<file path="src/rtl/gpio_port_pkg.sv">
package gpio_port_pkg;
  typedef enum logic [1:0] {
    PM_IN   = 2'b00,
    PM_OUT  = 2'b01,
    PM_ALT  = 2'b10,
    PM_RSVD = 2'b11
  } pin_mode_e;

  localparam int unsigned WIDX_CFG = 0;
  localparam int unsigned WIDX_DAT = 1;
  localparam int unsigned WIDX_PD  = 2;
endpackage

</file>
<file path="src/rtl/gpio_sync.sv">
module gpio_sync #(
  parameter int unsigned W = 11
) (
  input  logic         clk,
  input  logic         rst_n,
  input  logic [W-1:0] d_in,
  output logic [W-1:0] d_sync
);
  logic [W-1:0] stage1_q, stage2_q;

  always_ff @(posedge clk) begin
    if (!rst_n) begin
      stage1_q <= '0;
      stage2_q <= '0;
    end else begin
      stage1_q <= d_in;
      stage2_q <= stage1_q;
    end
  end

  assign d_sync = stage2_q;

  // warm-up counter so the two-cycle look-back never reaches before reset
  logic [1:0] warm_q;
  always_ff @(posedge clk) begin
    if (!rst_n) warm_q <= '0;
    else if (warm_q != 2'd3) warm_q <= warm_q + 2'd1;
  end

  p_two_stage_r4: assert property (@(posedge clk) disable iff (!rst_n)
    (warm_q >= 2'd2) |-> d_sync == $past(d_in, 2));
endmodule

</file>
<file path="src/rtl/gpio_pin_mux.sv">
module gpio_pin_mux
  import gpio_port_pkg::*;
#(
  parameter int unsigned NPINS = 11
) (
  input  logic [2*NPINS-1:0] cfg,
  input  logic [NPINS-1:0]   dat,
  input  logic [NPINS-1:0]   alt_out,
  input  logic [NPINS-1:0]   alt_oe,
  output logic [NPINS-1:0]   pad_out,
  output logic [NPINS-1:0]   pad_oe
);
  for (genvar p = 0; p < NPINS; p++) begin : g_pin
    pin_mode_e mode;
    assign mode = pin_mode_e'(cfg[2*p +: 2]);

    always_comb begin
      unique case (mode)
        PM_OUT:  begin pad_out[p] = dat[p];     pad_oe[p] = 1'b1;      end
        PM_ALT:  begin pad_out[p] = alt_out[p]; pad_oe[p] = alt_oe[p]; end
        default: begin pad_out[p] = 1'b0;       pad_oe[p] = 1'b0;      end
      endcase
    end

    always_comb begin
      if (mode == PM_RSVD) p_rsvd_no_oe_r6: assert (!pad_oe[p]);
      if (mode == PM_IN)   p_in_no_oe_r2:   assert (!pad_oe[p]);
    end
  end
endmodule

</file>
<file path="src/rtl/gpio_regfile.sv">
module gpio_regfile
  import gpio_port_pkg::*;
#(
  parameter int unsigned NPINS  = 11,
  parameter int unsigned ADDR_W = 6,
  parameter int unsigned DW     = 32
) (
  input  logic              clk,
  input  logic              rst_n,
  input  logic              req_valid,
  input  logic              req_write,
  input  logic [ADDR_W-1:0] req_addr,
  input  logic [DW/8-1:0]   req_be,
  input  logic [DW-1:0]     req_wdata,
  input  logic [NPINS-1:0]  pin_level,
  output logic [2*NPINS-1:0] cfg_q,
  output logic [NPINS-1:0]  dat_q,
  output logic [NPINS-1:0]  pd_dis_q,
  output logic              rsp_valid,
  output logic [DW-1:0]     rsp_rdata
);
  localparam int unsigned CFG_W  = 2 * NPINS;
  localparam int unsigned NBYTES = DW / 8;
  localparam int unsigned WIDX_W = ADDR_W - 2;

  logic [DW-1:0]     lane_mask;
  logic [WIDX_W-1:0] widx;
  logic              wr_en, rd_en;
  logic [NPINS-1:0]  dat_view;
  logic [DW-1:0]     rd_word;

  for (genvar b = 0; b < NBYTES; b++) begin : g_lane
    assign lane_mask[8*b +: 8] = {8{req_be[b]}};
  end

  assign widx  = req_addr[ADDR_W-1:2];
  assign wr_en = req_valid && req_write;
  assign rd_en = req_valid && !req_write;

  always_ff @(posedge clk) begin
    if (!rst_n) begin
      cfg_q    <= '0;
      dat_q    <= '0;
      pd_dis_q <= '0;
    end else if (wr_en) begin
      if (widx == WIDX_W'(WIDX_CFG))
        cfg_q <= (cfg_q & ~lane_mask[CFG_W-1:0]) | (req_wdata[CFG_W-1:0] & lane_mask[CFG_W-1:0]);
      if (widx == WIDX_W'(WIDX_DAT))
        dat_q <= (dat_q & ~lane_mask[NPINS-1:0]) | (req_wdata[NPINS-1:0] & lane_mask[NPINS-1:0]);
      if (widx == WIDX_W'(WIDX_PD))
        pd_dis_q <= (pd_dis_q & ~lane_mask[NPINS-1:0]) | (req_wdata[NPINS-1:0] & lane_mask[NPINS-1:0]);
    end
  end

  always_comb begin
    for (int p = 0; p < NPINS; p++)
      dat_view[p] = (pin_mode_e'(cfg_q[2*p +: 2]) == PM_OUT) ? dat_q[p] : pin_level[p];
  end

  always_comb begin
    rd_word = '0;
    if (widx == WIDX_W'(WIDX_CFG))      rd_word[CFG_W-1:0] = cfg_q;
    else if (widx == WIDX_W'(WIDX_DAT)) rd_word[NPINS-1:0] = dat_view;
    else if (widx == WIDX_W'(WIDX_PD))  rd_word[NPINS-1:0] = pd_dis_q;
  end

  always_ff @(posedge clk) begin
    if (!rst_n) begin
      rsp_valid <= 1'b0;
      rsp_rdata <= '0;
    end else begin
      rsp_valid <= rd_en;
      rsp_rdata <= rd_en ? rd_word : '0;
    end
  end

  p_rsp_after_read_r10: assert property (@(posedge clk) disable iff (!rst_n)
    rd_en |=> rsp_valid);
  p_no_rsp_otherwise_r10: assert property (@(posedge clk) disable iff (!rst_n)
    !rd_en |=> !rsp_valid);
  p_upper_zero_r9: assert property (@(posedge clk) disable iff (!rst_n)
    rsp_valid |-> rsp_rdata[DW-1:CFG_W] == '0);
endmodule

</file>
<file path="src/rtl/gpio_port_ctrl.sv">
module gpio_port_ctrl #(
  parameter int unsigned NPINS  = 11,
  parameter int unsigned ADDR_W = 6,
  parameter int unsigned DW     = 32
) (
  input  logic              clk,
  input  logic              rst_n,
  input  logic              req_valid,
  input  logic              req_write,
  input  logic [ADDR_W-1:0] req_addr,
  input  logic [DW/8-1:0]   req_be,
  input  logic [DW-1:0]     req_wdata,
  output logic              rsp_valid,
  output logic [DW-1:0]     rsp_rdata,
  input  logic [NPINS-1:0]  pad_in,
  output logic [NPINS-1:0]  pad_out,
  output logic [NPINS-1:0]  pad_oe,
  output logic [NPINS-1:0]  pad_pd_en,
  input  logic [NPINS-1:0]  alt_out,
  input  logic [NPINS-1:0]  alt_oe,
  output logic [NPINS-1:0]  alt_in
);
  logic [NPINS-1:0]   pin_level;
  logic [2*NPINS-1:0] cfg_q;
  logic [NPINS-1:0]   dat_q;
  logic [NPINS-1:0]   pd_dis_q;

  gpio_sync #(.W(NPINS)) u_sync (
    .clk(clk), .rst_n(rst_n), .d_in(pad_in), .d_sync(pin_level)
  );

  gpio_regfile #(.NPINS(NPINS), .ADDR_W(ADDR_W), .DW(DW)) u_regs (
    .clk(clk), .rst_n(rst_n),
    .req_valid(req_valid), .req_write(req_write), .req_addr(req_addr),
    .req_be(req_be), .req_wdata(req_wdata), .pin_level(pin_level),
    .cfg_q(cfg_q), .dat_q(dat_q), .pd_dis_q(pd_dis_q),
    .rsp_valid(rsp_valid), .rsp_rdata(rsp_rdata)
  );

  gpio_pin_mux #(.NPINS(NPINS)) u_mux (
    .cfg(cfg_q), .dat(dat_q), .alt_out(alt_out), .alt_oe(alt_oe),
    .pad_out(pad_out), .pad_oe(pad_oe)
  );

  assign pad_pd_en = ~pd_dis_q;
  assign alt_in    = pin_level;

  p_pd_write_r7: assert property (@(posedge clk) disable iff (!rst_n)
    (req_valid && req_write && req_addr[ADDR_W-1:2] == 2 && req_be[0])
      |=> pad_pd_en[7:0] == ~$past(req_wdata[7:0]));
  p_out_write_r3: assert property (@(posedge clk) disable iff (!rst_n)
    (req_valid && req_write && req_addr[ADDR_W-1:2] == 1 && req_be[0] && cfg_q[1:0] == 2'b01)
      |=> pad_out[0] == $past(req_wdata[0]));
endmodule

</file>
<file path="config.mk">
export PLATFORM = sky130hd
export DESIGN_NAME = gpio_port_ctrl
export DESIGN_NICKNAME = d
export VERILOG_FILES = /design/src/rtl/gpio_port_pkg.sv /design/src/rtl/gpio_sync.sv /design/src/rtl/gpio_pin_mux.sv /design/src/rtl/gpio_regfile.sv /design/src/rtl/gpio_port_ctrl.sv
export SDC_FILE = /design/constraint.sdc
export NUM_CORES = 1
export LEC_CHECK = 0
export BUFFER_PORTS_ARGS = -buffer_cell sky130_fd_sc_hd__buf_4
export CORE_UTILIZATION = 40
export CTS_CLUSTER_DIAMETER = 50
export DETAILED_ROUTE_END_ITERATION = 10
export PLACE_DENSITY = 0.7
export SLEW_MARGIN = 25
export SYNTH_ARGS = -nofsm -noshare
export SYNTH_HDL_FRONTEND = slang
export SYNTH_HIERARCHICAL = 1
export SYNTH_SLANG_ARGS = --single-unit
</file>
<file path="constraint.sdc">
create_clock -name clk -period 1.7 [get_ports clk]
set_input_delay 0.34 -clock clk [delete_from_list [all_inputs] [get_ports clk]]
set_output_delay 0.34 -clock clk [all_outputs]
set_load 0.05 [all_outputs]
</file>
==> results.md, run 1 <==
- GPL Wtd Cong: 0.830
- Layout area overhead: 52.2%
- Gr ovfl total: 0
- Ports: approximately 160
- CTS tree: built
- Crit-path max cell delay: a little under 0.4 ns
- Inserted Diodes: 0
- Placed cells: 710
- # clock sinks: 89
- Synth unique cells: 34
- Antenna viol nets, final: 0
- Vias in the first global route: around 3600
- Post-synthesis instance total: 451
- Fmax: around 590 MHz
- # H-tree levels: 3
- Netlist Area Pre-Place: between 0.004 and 0.005 mm2
- RSZ-0062 raised after global routing: true
- Max_cap viols: 0
- CP max FO: 3
- Worst hold path class: in -> reg
- Clock buffer count from CTS: 9
- Setup Viol. Count Final: 0
- Net count, final: approximately 700
- Startpoint Class: flip-flop
- Final Hold Vio Count: 0
- DR iter-0 viols: roughly 150
- Global-route usage over all layers: 0.215
- Routed vias/inst: about 5
- Hold Buf Count CTS: 0
- Pwr/cell area: 702 mW/mm2
- Leak: around 2.5 nW
- Final std cells w/o fill: ~740
- Ratio of cells with drive above 1 in the final layout: 0.533
- WL final: 11100 um
- #FFs+latches synth: between 80 and 90
- 1st-pass router iterations: 4
- Row count: 36
- Clock latency on the worst-skew pair: roughly 0.36 ns
- # port buffers: 132
- CP max-delay cell: dfxtp_4
- Die X: ~100 um
- Avg WL per Cell: 15.0 um
- Status: completed
- Effective utilization at floorplan: 0.413
- HPWL after detailed placement: approximately 7600 um
- Core area: between 0.009 and 0.01 mm2
- Die Span Y: around 100 um
- Crit share post-route: 0.995
- Crit end category: output port
- Critical path cell sequence: inv_2 -> ha_4 -> nor2_2 -> buf_6
- Sum Neg Setup Slack: 0 ns
- Avg Cell Area, Syn: approximately 8.9 um2
- Vias: 3679
- Most common cell after layout, fill and taps aside: buf_4
- Worst EP required: roughly 1.4 ns
- Arrival @ worst endpoint: between 1 and 1.5 ns
- Fin. max-slew vios: 0
- Drt drc: 0
- Largest net degree at the start of global routing: 51
- Initial antenna violation count: 0
- Clock slew at reported path FFs: about 0.09 ns
- First-pass GRT wire length: 17000 um
- Post-layout util: 0.628
- Syn. warnings: 6
- Most frequent cells in the layout: 146 x buf_4, 67 x dfxtp_1, 36 x nand3_1
- Final Skew: 0.00770 ns
- Clock root buffer: clkbuf_8
- Worst VDD drop: approximately 0.36 mV
- Die Area: about 0.010 mm2
- Clk buf depth: 2
- Minimum clock period: ~1.7 ns
- Register area share after synthesis: 0.442
- Crit Path Class: reg -> out
[through the flow]
step	instance area (um2)	worst slack (ns)	hold WS (ns)	power (mW)
finish	6140	0.00774	0.178	4.31
global route	6140	-0.0486	0.178	4.45
global placement	5250	-0.197	0.421	2.60
floorplan	4120	-0.0316	0.412	2.41
detailed placement	5250	-0.253	0.428	2.60
CTS	5950	0.000776	0.180	4.32
[cell type report]
cell class	count	area (um2)
Fill cell	818	3630
Multi-Input combinational cell	299	2350
Sequential cell	89	1850
Timing Repair Buffer	170	1400
Tap cell	133	166
Inverter	34	135
Clock buffer	10	128
Clock inverter	6	115
[where the power goes]
part / internal (mW) / switching (mW) / leakage, nW
Combinational: 0.187 / 0.256 / 1.64
Sequential: 2.09 / 0.0181 / 0.738
Clock: 0.987 / 0.772 / 0.122
Total: 3.26 / 1.05 / 2.50
[synth_stat cells (all sizes together)]
cell type | number | share of area
or4b | 1 | 0.0025
ha | 22 | 0.068
nor2 | 35 | 0.034
o21ai | 39 | 0.063
and3b | 1 | 0.0022
a21boi | 11 | 0.020
nor3 | 1 | 0.0012
conb | 1 | 0.00093
and4 | 1 | 0.0022
or3 | 5 | 0.0078
buf | 24 | 0.045
clkbuf | 14 | 0.013
o22ai | 11 | 0.017
nand3 | 40 | 0.055
and3 | 11 | 0.017
a21oi | 11 | 0.014
a22oi | 11 | 0.020
dfxtp | 89 | 0.44
and2 | 22 | 0.039
mux2i | 11 | 0.027
nor4 | 1 | 0.0016
nand2 | 33 | 0.031
nand2b | 11 | 0.017
o311a | 11 | 0.027
inv | 34 | 0.032
[path summary, 6_finish.rpt]
kind / depth (start not counted) / from / end / slack [ns]
setup / recovery: 4 / flip-flop / pad_out[5] / 0.008
hold / removal: 2 / pad_in[6] / u_sync/stage1_q[6]$_SDFF_PN0_ / 0.18
setup reg to reg: 6 / flip-flop / u_regs/rsp_rdata[8]$_SDFF_PN0_ / 0.47
hold reg to reg: 1 / u_sync/stage1_q[10]$_SDFF_PN0_ / u_sync/d_sync[10]$_SDFF_PN0_ / 0.44
[layer usage]
metal / vias up / track usage / wire length [um]
met1: 1727 / 0.267 / 4900
li1: 1822 / - / -
met2: 117 / 0.366 / 5480
met5: - / 0 / 0
met3: 13 / 0.0479 / 573
met4: 0 / 0.0747 / 155
[critical path, delay by kind of cell (launching register included)]
| kind | cells | cell delay, ns |
|---|---|---|
| adders and majority gates | 1 | 0.25 |
| buffers and inverters | 2 | 0.22 |
| DFF | 1 | 0.39 |
| and+or+nand+nor | 1 | 0.13 |
[cell families after synthesis]
group | share of synthesized area
DFF | 0.442
buffers and inverters | 0.0896
other | 0.000929
adders and majority gates | 0.0682
AOI/OAI and AO/OA | 0.162
and+or+nand+nor | 0.210
muxes | 0.0273
[repair_timing]
| action | 4_1_cts | 5_1_grt |
|---|---|---|
| buffers inserted | 14 | 1 |
| pin swaps | 6 | 14 |
| endpoints found under the setup margin | 22 | 22 |
| gates resized for setup | 87 | 54 |
Power figures use the tool's default switching activity.
==> inputs of run 2 (changes only) <==
--- a/config.mk
+++ b/config.mk
@@ -10,6 +10,7 @@
 export CTS_CLUSTER_DIAMETER = 50
 export DETAILED_ROUTE_END_ITERATION = 10
 export PLACE_DENSITY = 0.7
+export RECOVER_POWER = 50
 export SLEW_MARGIN = 25
 export SYNTH_ARGS = -nofsm -noshare
 export SYNTH_HDL_FRONTEND = slang
==> run 2 against run 1 <==
Against the previous run: count of clock-buffer cells in the layout stayed put; routed wire length rose by 0.65%; critical path depth did not move; die area is the same; final cell count unchanged; global-route usage is the same; sequential share of layout area rose by 0.76 points; cell area down 2.5%; combinational power shrank 4%; worst hold slack gained 0.0015 ns; critical path type unchanged.
==> results.md, run 2 (same netlist as run 1, synthesis figures left out) <==
- DP Area: between 0.005 and 0.006 mm2
- Crit path max-delay family: flip-flops
- Crit-path max cell delay: a little under 0.4 ns
- DR iter-0 viols: roughly 160
- R2R cell count: 5
- Layout fillers: 859
- Effective utilization at floorplan: 0.413
- Fin. max-slew vios: 0
- Slew HR: 0.203
- Routed vias/inst: 4.98
- Ratio of cells with drive above 1 in the final layout: 0.492
- 1st-pass router iterations: 5
- Core area: between 0.009 and 0.01 mm2
- Antenna viol nets, final: 0
- WL final: 11200 um
- Slack of the worst reg-to-reg path: about 0.45 ns
- Global-route usage over all layers: 0.215
- Crit share post-route: 0.992
- Initial antenna violation count: 0
- Most common cell after layout, fill and taps aside: buf_4
- Final Hold Vio Count: 0
- First-pass GRT wire length: ~17000 um
- Die Span Y: between 100 and 150 um
- Status: completed
- Row count: 36
- Largest net degree at the start of global routing: 51
- CP max-delay cell: dfxtp_4
- Clock buffer count from CTS: 9
- Leak: approximately 2.4 nW
- Ports: between 150 and 200
- Gr ovfl total: 0
- Die Area: approximately 0.010 mm2
- # port buffers: 132
- Worst VDD drop: 0.365 mV
- Crit Path Class: reg -> out
- RSZ-0062 raised after global routing: true
- Worst hold path class: in -> reg
- Crit end category: output port
- End point of the worst hold path: u_sync/stage1_q[6]$_SDFF_PN0_
- Vias: around 3700
- Clock slew at reported path FFs: about 0.090 ns
- Startpoint Class: flip-flop
- Placed cells: 710
- Clk buf depth: 2
- GPL Wtd Cong: 0.830
- # clock sinks: 89
- Hold Path Stages: 2
- Hold Crit Start: pad_in[6]
- Inserted Diodes: 0
- Worst EP required: approximately 1.4 ns
- CTS tree: built
- CP max FO: 3
- Net count, final: between 700 and 800
- Hold Buf Count CTS: 0
- Fmax: 593 MHz
- Die X: a little over 100 um
- Setup WS post-layout: ~0.013 ns
- Max_cap viols: 0
- Vias in the first global route: 3564
- Design area: between 0.005 and 0.006 mm2
- Most frequent cells in the layout: 110 x buf_4, 67 x dfxtp_1, 36 x nand3_1
- Least-Margin Pin Slew: between 1 and 1.5 ns
- Clock latency on the worst-skew pair: 0.37 ns
- Final std cells w/o fill: 741
- Minimum clock period: ~1.7 ns
- Min Hold Slack: 0.180 ns
- Avg WL per Cell: ~15 um
- Clock root buffer: clkbuf_8
- Final Skew: between 0.01 and 0.015 ns
- Critical path cell sequence: inv_2 -> ha_4 -> nor2_2 -> buf_6
- Arrival @ worst endpoint: roughly 1.4 ns
- Pre-CTS setup slack: -0.253 ns
- Drt drc: 0
- Pwr/cell area: 717 mW/mm2
- Buf/Inv on CP: 2
- RR Endpoint: u_regs/rsp_rdata[10]$_SDFF_PN0_
- HPWL after detailed placement: around 7600 um
- Layout area overhead: 48.5%
- # H-tree levels: 3
- Setup Viol. Count Final: 0
-- run 2: cell types whose count changed in the layout (fill, tap and decap cells not counted), sizes merged --
cell    delta
buf       -38
clkbuf    +38
-- run 2: what timing repair did --
action	CTS	global route
hold endpoints to repair	0	0
setup endpoints to repair	22	22
resized for setup	87	54
buffers inserted	14	1
pin swaps	6	14
gates cloned	0	0
-- run 2: area by class of cell --
type | count | area (um2) | share of cell area
Clock buffer | 10 | 128 | 0.0213
Clock inverter | 6 | 115 | 0.0192
Inverter | 34 | 135 | 0.0226
Multi-Input combinational cell | 299 | 2350 | 0.393
Sequential cell | 89 | 1850 | 0.309
Tap cell | 133 | 166 | 0.0278
Timing Repair Buffer | 170 | 1240 | 0.208
-- run 2: how the worst max path moves through the flow --
stage,endpoint,cells after the start
2_1_floorplan,pad_oe[3],3
3_5_place_dp,flip-flop,7
3_3_place_gp,flip-flop,7
4_1_cts,pad_out[2],5
6_report,pad_out[5],4
5_1_grt,pad_out[1],5
-- run 2: power by group --
part / switching, mW / internal [mW]
sequential: 0.0177 / 2.09
combinational: 0.255 / 0.171
clock: 0.774 / 0.987
total: 1.05 / 3.25
-- run 2: metrics by stage --
stage | setup TNS (ns) | total power [mW] | util
2_1_floorplan | -0.0632 | 2.41 | -
3_3_place_gp | -4.64 | 2.60 | 0.537
3_5_place_dp | -6.06 | 2.60 | 0.537
4_1_cts | 0 | 4.32 | 0.609
5_1_grt | -0.263 | 4.44 | 0.613
6_report | 0 | 4.30 | 0.613
-- run 2: per-layer routing --
layer,part of all wire,GRT usage,vias up,routed length [um]
met4,0.014,0.0747,0,157
met3,0.055,0.0479,16,615
met2,0.49,0.366,123,5450
met5,0,0,-,0
met1,0.44,0.267,1727,4950
li1,-,-,1823,-
